===== src/rtl/srs_pkg.sv =====
// Package srs_pkg
// Shared encodings for the refresh sequencer: the command bus values and
// the sequencer state. The command values are visible at the top port.
package srs_pkg;

    typedef enum logic [1:0] {
        CMD_NOP     = 2'd0,
        CMD_PRE_ALL = 2'd1,
        CMD_AREF    = 2'd2,
        CMD_ACT     = 2'd3
    } srs_cmd_e;

    typedef enum logic [3:0] {
        ST_IDLE,
        ST_GRANT,
        ST_ACCESS,
        ST_PRE,
        ST_PRE_WAIT,
        ST_AREF,
        ST_RFC_WAIT,
        ST_SELF,
        ST_XSR_WAIT
    } srs_state_e;

endpackage


===== src/rtl/srs_interval_timer.sv =====
// Module srs_interval_timer
// Counts down from the rate divider and raises a single sticky refresh
// request when the count reaches zero. A reload (issued with every
// auto-refresh) restores the count and clears the request. While frozen
// the count and request hold their values.
// Assumes: rate_div is stable between resets.
module srs_interval_timer #(
    parameter int DIV_W = 12
) (
    input  logic             clk,
    input  logic             rst_n,
    input  logic [DIV_W-1:0] rate_div,
    input  logic             reload,
    input  logic             freeze,
    output logic             pend
);

    logic [DIV_W-1:0] cnt;

    // Interval count and the one-deep pending request.
    always_ff @(posedge clk) begin
        if (!rst_n) begin
            cnt  <= rate_div;
            pend <= 1'b0;
        end else if (reload) begin
            cnt  <= rate_div;
            pend <= 1'b0;
        end else if (!freeze) begin
            if (cnt == '0) begin
                pend <= 1'b1;
            end else begin
                cnt <= cnt - 1'b1;
            end
        end
    end

    AST_EXPIRY_RAISES_PEND: assert property (@(posedge clk) disable iff (!rst_n)
        (cnt == '0 && !freeze && !reload) |=> pend);

    AST_FROZEN_HOLDS: assert property (@(posedge clk) disable iff (!rst_n)
        (freeze && !reload) |=> $stable(cnt));

endmodule


===== src/rtl/srs_wait_cnt.sv =====
// Module srs_wait_cnt
// A shared delay counter. A load of N makes zero assert N-1 cycles later,
// so a state that loads on entry and leaves on zero lasts N cycles.
// Assumes: load_val is at least 1.
module srs_wait_cnt #(
    parameter int W = 6
) (
    input  logic         clk,
    input  logic         rst_n,
    input  logic         load,
    input  logic [W-1:0] load_val,
    output logic         zero
);

    logic [W-1:0] cnt;

    // Load or count down, saturating at zero.
    always_ff @(posedge clk) begin
        if (!rst_n) begin
            cnt <= '0;
        end else if (load) begin
            cnt <= load_val - 1'b1;
        end else if (cnt != '0) begin
            cnt <= cnt - 1'b1;
        end
    end

    assign zero = (cnt == '0);

    AST_LOAD_NONZERO: assert property (@(posedge clk) disable iff (!rst_n)
        load |-> (load_val != '0));

endmodule


===== src/rtl/srs_seq_fsm.sv =====
// Module srs_seq_fsm
// Main sequencer. It orders refresh pairs, self-refresh entry and exit,
// and access grants, and it drives the command, clock-enable and busy
// outputs from its state. Idle priority is: pending refresh first, then
// self-refresh entry, then the access grant.
// Assumes: configuration stable between resets, tras >= 2, trp >= 1,
// acc_req held until grant, acc_done only while an access is in flight.
module srs_seq_fsm
    import srs_pkg::*;
#(
    parameter int TCNT_W = 5,
    parameter int WW     = TCNT_W + 1
) (
    input  logic              clk,
    input  logic              rst_n,
    input  logic [TCNT_W-1:0] cfg_tras,
    input  logic [TCNT_W-1:0] cfg_trp,
    input  logic              pend,
    input  logic              wait_zero,
    input  logic              acc_req,
    input  logic              acc_done,
    input  logic              sr_set,
    output srs_cmd_e          cmd,
    output logic              cke,
    output logic              busy,
    output logic              sr_en,
    output logic              wait_load,
    output logic [WW-1:0]     wait_val,
    output logic              reload,
    output logic              freeze
);

    localparam int SW = WW + 1;

    srs_state_e     st, st_nx;
    logic           exit_pend;
    logic           exit_set;
    logic [WW-1:0]  t_ras;
    logic [WW-1:0]  t_rp;
    logic [WW-1:0]  t_rfc;
    srs_cmd_e       last_cmd;
    logic [SW-1:0]  since_aref;
    logic           seen_aref;
    logic [SW-1:0]  low_cnt;

    assign t_ras = {1'b0, cfg_tras};
    assign t_rp  = {1'b0, cfg_trp};
    assign t_rfc = t_ras + t_rp;

    // Next-state, wait-counter load and exit-marking decisions.
    always_comb begin
        st_nx     = st;
        wait_load = 1'b0;
        wait_val  = '0;
        exit_set  = 1'b0;
        unique case (st)
            ST_IDLE: begin
                if (pend) begin
                    st_nx = ST_PRE;
                end else if (sr_en) begin
                    st_nx     = ST_SELF;
                    wait_load = 1'b1;
                    wait_val  = t_ras;
                end else if (acc_req) begin
                    st_nx = ST_GRANT;
                end
            end
            ST_GRANT:  st_nx = ST_ACCESS;
            ST_ACCESS: if (acc_done) st_nx = ST_IDLE;
            ST_PRE: begin
                st_nx     = ST_PRE_WAIT;
                wait_load = 1'b1;
                wait_val  = t_rp;
            end
            ST_PRE_WAIT: if (wait_zero) st_nx = ST_AREF;
            ST_AREF: begin
                st_nx     = ST_RFC_WAIT;
                wait_load = 1'b1;
                wait_val  = t_rfc;
            end
            ST_RFC_WAIT: begin
                if (wait_zero) st_nx = exit_pend ? ST_GRANT : ST_IDLE;
            end
            ST_SELF: begin
                if (wait_zero && acc_req) begin
                    st_nx     = ST_XSR_WAIT;
                    wait_load = 1'b1;
                    wait_val  = t_rfc;
                    exit_set  = 1'b1;
                end
            end
            ST_XSR_WAIT: if (wait_zero) st_nx = ST_PRE;
            default: st_nx = ST_IDLE;
        endcase
    end

    // State register.
    always_ff @(posedge clk) begin
        if (!rst_n) st <= ST_IDLE;
        else        st <= st_nx;
    end

    // Marks that the running refresh pair belongs to a self-refresh exit.
    always_ff @(posedge clk) begin
        if (!rst_n)              exit_pend <= 1'b0;
        else if (exit_set)       exit_pend <= 1'b1;
        else if (st == ST_GRANT) exit_pend <= 1'b0;
    end

    // Sticky self-refresh enable: set by software, cleared as exit starts.
    always_ff @(posedge clk) begin
        if (!rst_n)        sr_en <= 1'b0;
        else if (exit_set) sr_en <= 1'b0;
        else if (sr_set)   sr_en <= 1'b1;
    end

    // Command decode from state.
    always_comb begin
        unique case (st)
            ST_PRE:   cmd = CMD_PRE_ALL;
            ST_AREF:  cmd = CMD_AREF;
            ST_GRANT: cmd = CMD_ACT;
            default:  cmd = CMD_NOP;
        endcase
    end

    assign cke    = (st != ST_SELF);
    assign busy   = (st != ST_IDLE);
    assign reload = (st == ST_AREF);
    assign freeze = (st == ST_SELF);

    // Tracking used by the assertions: last non-NOP command seen.
    always_ff @(posedge clk) begin
        if (!rst_n)              last_cmd <= CMD_NOP;
        else if (cmd != CMD_NOP) last_cmd <= cmd;
    end

    // Tracking: cycles since the latest auto-refresh, saturating.
    always_ff @(posedge clk) begin
        if (!rst_n) begin
            since_aref <= '0;
            seen_aref  <= 1'b0;
        end else if (cmd == CMD_AREF) begin
            since_aref <= '0;
            seen_aref  <= 1'b1;
        end else if (since_aref != '1) begin
            since_aref <= since_aref + 1'b1;
        end
    end

    // Tracking: length of the current clock-enable low period, saturating.
    always_ff @(posedge clk) begin
        if (!rst_n)                    low_cnt <= '0;
        else if (cke)                  low_cnt <= '0;
        else if (low_cnt != '1)        low_cnt <= low_cnt + 1'b1;
    end

    AST_PRE_BEFORE_AREF: assert property (@(posedge clk) disable iff (!rst_n)
        (cmd == CMD_AREF) |-> (last_cmd == CMD_PRE_ALL));

    AST_RFC_HOLDOFF: assert property (@(posedge clk) disable iff (!rst_n)
        (cmd == CMD_ACT && seen_aref) |-> (since_aref >= SW'(t_rfc)));

    AST_CKE_DROP_IDLE: assert property (@(posedge clk) disable iff (!rst_n)
        $fell(cke) |-> ($past(st) == ST_IDLE));

    AST_SELF_MIN_STAY: assert property (@(posedge clk) disable iff (!rst_n)
        $rose(cke) |-> (low_cnt >= SW'(t_ras)));

    AST_EXIT_CLEARS_EN: assert property (@(posedge clk) disable iff (!rst_n)
        $rose(cke) |-> !sr_en);

endmodule


===== src/rtl/sdram_refresh_seq.sv =====
// Module sdram_refresh_seq
// Top of the refresh and self-refresh sequencer. It connects the interval
// timer, the shared delay counter and the sequencer, and exposes the
// command bus, clock-enable and the access handshake.
// Assumes: configuration stable between resets, cfg_tras >= 2,
// cfg_trp >= 1, cfg_rate_div well above cfg_tras + cfg_trp.
module sdram_refresh_seq
    import srs_pkg::*;
#(
    parameter int DIV_W  = 12,
    parameter int TCNT_W = 5
) (
    input  logic              clk,
    input  logic              rst_n,
    input  logic [DIV_W-1:0]  cfg_rate_div,
    input  logic [TCNT_W-1:0] cfg_tras,
    input  logic [TCNT_W-1:0] cfg_trp,
    input  logic              sr_set,
    input  logic              acc_req,
    input  logic              acc_done,
    output logic [1:0]        cmd,
    output logic              cke,
    output logic              acc_busy,
    output logic              sr_enable
);

    localparam int WW = TCNT_W + 1;

    srs_cmd_e       cmd_e;
    logic           pend;
    logic           wait_zero;
    logic           wait_load;
    logic [WW-1:0]  wait_val;
    logic           reload;
    logic           freeze;

    srs_interval_timer #(.DIV_W(DIV_W)) u_timer (
        .clk      (clk),
        .rst_n    (rst_n),
        .rate_div (cfg_rate_div),
        .reload   (reload),
        .freeze   (freeze),
        .pend     (pend)
    );

    srs_wait_cnt #(.W(WW)) u_wait (
        .clk      (clk),
        .rst_n    (rst_n),
        .load     (wait_load),
        .load_val (wait_val),
        .zero     (wait_zero)
    );

    srs_seq_fsm #(.TCNT_W(TCNT_W), .WW(WW)) u_fsm (
        .clk       (clk),
        .rst_n     (rst_n),
        .cfg_tras  (cfg_tras),
        .cfg_trp   (cfg_trp),
        .pend      (pend),
        .wait_zero (wait_zero),
        .acc_req   (acc_req),
        .acc_done  (acc_done),
        .sr_set    (sr_set),
        .cmd       (cmd_e),
        .cke       (cke),
        .busy      (acc_busy),
        .sr_en     (sr_enable),
        .wait_load (wait_load),
        .wait_val  (wait_val),
        .reload    (reload),
        .freeze    (freeze)
    );

    assign cmd = cmd_e;

    AST_QUIET_IN_SELF: assert property (@(posedge clk) disable iff (!rst_n)
        !cke |-> (cmd == 2'd0));

    AST_NOT_BUSY_IDLE_CMD: assert property (@(posedge clk) disable iff (!rst_n)
        (cmd != 2'd0) |-> acc_busy);

endmodule


===== config.mk =====
export PLATFORM = sky130hd
export DESIGN_NAME = sdram_refresh_seq
export DESIGN_NICKNAME = d
export VERILOG_FILES = /design/src/rtl/srs_pkg.sv /design/src/rtl/srs_interval_timer.sv /design/src/rtl/srs_wait_cnt.sv /design/src/rtl/srs_seq_fsm.sv /design/src/rtl/sdram_refresh_seq.sv
export SDC_FILE = /design/constraint.sdc
export NUM_CORES = 1
export LEC_CHECK = 0
export CAP_MARGIN = 20
export CORE_MARGIN = 1
export CORE_UTILIZATION = 40
export CTS_CLUSTER_DIAMETER = 200
export DETAILED_ROUTE_END_ITERATION = 7
export GPL_TIMING_DRIVEN = 0
export HOLD_SLACK_MARGIN = 0.15
export PLACE_DENSITY = 0.7
export SLEW_MARGIN = 20
export SYNTH_ARGS = -nofsm -noshare
export SYNTH_HDL_FRONTEND = slang
export SYNTH_SLANG_ARGS = --single-unit

===== constraint.sdc =====
create_clock -name clk -period 6.04 [get_ports clk]
set_input_delay 0.906 -clock clk [delete_from_list [all_inputs] [get_ports clk]]
set_output_delay 0.906 -clock clk [all_outputs]
set_load 0.01 [all_outputs]

==> run metrics <==
Sw Ratio 0.405; maximum number of buffers from clock root to sink 2; max-capacitance violation count 0; Hold WS 495 ps; achievable clock frequency 312 MHz; DR pass1 iterations 6; Worst Skew 3.77 ps; average routed wire per standard cell 12.7 um; Power Internal 0.485 mW; number of synthesized flops with an enable pin 12; area leader, netlist edfxtp_1; total core area 4000 um^2; worst min-delay path class flip-flop to flip-flop; transition time at the pin with the least slew margin 628 ps; area growth from synthesis to layout 25.7%; overall die area 4430 um^2; clock network latency to the later pin of the worst-skew pair 270 ps; data required time at the worst endpoint 6240 ps; largest fanout on the critical path 2; die extent in x 66.6 um; Antenna Diode Count 0; mean instance size in the synthesized netlist 8.69 um^2; YS warnings 0; I/O Pins 32; relative max-transition margin 0.578; period utilization 0.530; sum of overflow across all layers after global routing 0; Die Span Y 66.6 um; crit path launch type input pin; async set-reset flop share out of synthesis 0; post-detailed-route DRC marker count 1; GP Congestion 0.798; H-Tree Level Count 1; largest cells by area after synthesis edfxtp_1, dfxtp_1, ha_1; per-cell via count in the routed design 5.26; first-pass GRT wire length 5800 um; cts repair resizes 0; Cell Area, Synth 1670 um^2; Post-CTS Hold Fix Bufs 0; Vias 1462; overall power of the completed layout 0.815 mW; Final Critical Period 3200 ps; count of distinct cell types in the synthesized netlist 45; FF+latch count, synth 25; number of pins with negative max-slew slack in the final report 0; cell at the root of the clock tree clkbuf_8; Combinational Power Share 0.533; data arrival at the endpoint of the critical path 3410 ps; layout net count 264; classification of the worst setup path input pin to flip-flop; detailed placer's ending HPWL 2760 um; Total Neg Setup Slack 0 ps; final hold violations 0; status finished, violations left; dominant synthesized flop cell dfxtp_1; top cell type's share of synthesized area 0.216; gate count after technology mapping 192; setup bufs post-CTS 0; fraction of final layout cells sized beyond drive strength 1 0.0526; leakage power 0.777 nW; total power density per cell area 388 nW/um^2; Total Routing Usage GR 0.171; effective utilization at floorplan 0.417; slowest cell on the critical path clkdlybuf4s50_1; setup repair after global routing missed its margin false; violated checks DRC; Port Buf Inserts 31; net switching power 0.330 mW; most prevalent standard cell on the critical path a21oi_1; endpoint type of the worst setup path flip-flop; number of global-route vias before repair 1347; Clock Pin Slew Worst Setup and Hold Paths 90 ps; post-synthesis net count 227; number of clock buffers inserted by TritonCTS 3; number of antenna violations at the first check in global routing 0; Detailed Route WL 3530 um; Worst VDD drop 0.160 mV; share of synthesized area occupied by flip-flops and latches 0.372; final setup violating endpoints 0; maximum single-stage delay on the critical path 420 ps; ordered cell list for the critical path clkdlybuf4s50_1 -> ha_1 -> fa_1 -> a21o_1 -> a21oi_1 -> xor2_1 -> o221ai_1 -> or2_4 -> or3_1 -> a21oi_1; part of the power in the clock network 0.123; Sinks on Clock Net 25; Reg power frac 0.343; remaining antenna violation count after routing 0; detailed router's first-iteration violation count 68; clock tree from TritonCTS done; maximum number of pins on one net before global-route repair 16; row cnt 23
synth_stat cells (2+ instances only):
| master | instances |
|---|---|
| nand3b_1 | 2 |
| clkbuf_1 | 5 |
| a21oi_1 | 9 |
| or3_1 | 2 |
| inv_1 | 16 |
| nor4_1 | 6 |
| nor3_1 | 8 |
| dfxtp_1 | 13 |
| o21bai_1 | 2 |
| o211ai_1 | 3 |
| xnor2_1 | 10 |
| o21ai_1 | 2 |
| o221ai_1 | 2 |
| nand2b_1 | 2 |
| nor2_1 | 18 |
| a22oi_1 | 5 |
| ha_1 | 7 |
| xor2_1 | 6 |
| o31ai_1 | 4 |
| edfxtp_1 | 12 |
| mux2i_1 | 2 |
| nand2_1 | 17 |
| a21o_1 | 2 |
| o21ai_0 | 16 |
layout make-up:
type                    instances  area, um^2
repair buffers                 32         318
clock inverters                 1        7.51
plain buffers                   6        22.5
well taps                      50        62.6
flip-flops and latches         25         621
clock buffers                   3        41.3
fillers                       396        1900
multi-input cells             145         966
inverters                      16        60.1
worst paths after layout:
path | start | endpoint | slack, ps | depth (start not counted)
worst max-delay path | cfg_tras[0] | u_wait.cnt[5] | 2840 | 10
worst min-delay path | u_fsm.exit_pend | u_fsm.exit_pend | 500 | 2
worst max register to register | u_wait.cnt[3] | u_wait.cnt[5] | 3500 | 7
worst min register to register | u_fsm.exit_pend | u_fsm.exit_pend | 500 | 2
stage by stage:
step | cells | util | worst slack, ps | area (um^2)
2_1_floorplan | 192 | - | 3130 | 1670
3_3_place_gp | 273 | 0.510 | 2580 | 2040
3_5_place_dp | 274 | 0.512 | 2550 | 2050
4_1_cts | 278 | 0.525 | 2830 | 2100
5_1_grt | 278 | 0.525 | 2700 | 2100
6_report | 278 | 0.525 | 2840 | 2100
metal layers:
metal,wire length (um),vias up,GRT usage
li1,-,773,-
met1,1770,662,0.223
met2,1660,25,0.283
met3,82,2,0.0205
met4,21,0,0.0718
met5,0,-,0
worst max-delay path: cells and delay by family:
family	cells	cell delay, ps
AOI/OAI and AO/OA	4	680
xor gates and xnor gates	1	160
adders and majority gates	2	640
buffers and inverters	1	420
and+or+nand+nor	2	600
flip-flops by register name, indices dropped and copies added, names as in the netlist:
signal,cells
u_fsm.exit_pend,1
u_fsm.sr_en,1
u_fsm.st,4
u_timer.cnt,12
u_timer.pend,1
u_wait.cnt,6
power groups by stage:
stage          registers (mW)  logic (mW)  clock network (mW)
4_1_cts                 0.279       0.437               0.105
6_report                0.280       0.435               0.101
3_5_place_dp            0.283       0.433                   0
3_3_place_gp            0.282       0.426                   0
5_1_grt                 0.286       0.489               0.112
2_1_floorplan           0.272       0.327                   0
kinds of logic (layout without fill, tap and decap cells):
family / after synthesis / in the layout / synth area share
buffers and inverters: 22 / 58 / 0.0495
XOR/XNOR: 16 / 16 / 0.0840
AO/OA/AOI/OAI: 53 / 53 / 0.210
adder cells (fa/ha/maj): 8 / 8 / 0.0645
multiplexers: 2 / 2 / 0.0120
flip-flops: 25 / 25 / 0.372
AND/OR/NAND/NOR: 66 / 66 / 0.208
cell usage in the layout (no fill, tap or decap), types with 6 or more instances in the layout:
cell and n:
a21oi_1 9, clkdlybuf4s50_1 31, dfxtp_1 13, edfxtp_1 12
ha_1 7, inv_1 16, nand2_1 17, nor2_1 18
nor3_1 8, nor4_1 6, o21ai_0 15, xnor2_1 10
xor2_1 6
Power figures use the tool's default switching activity.
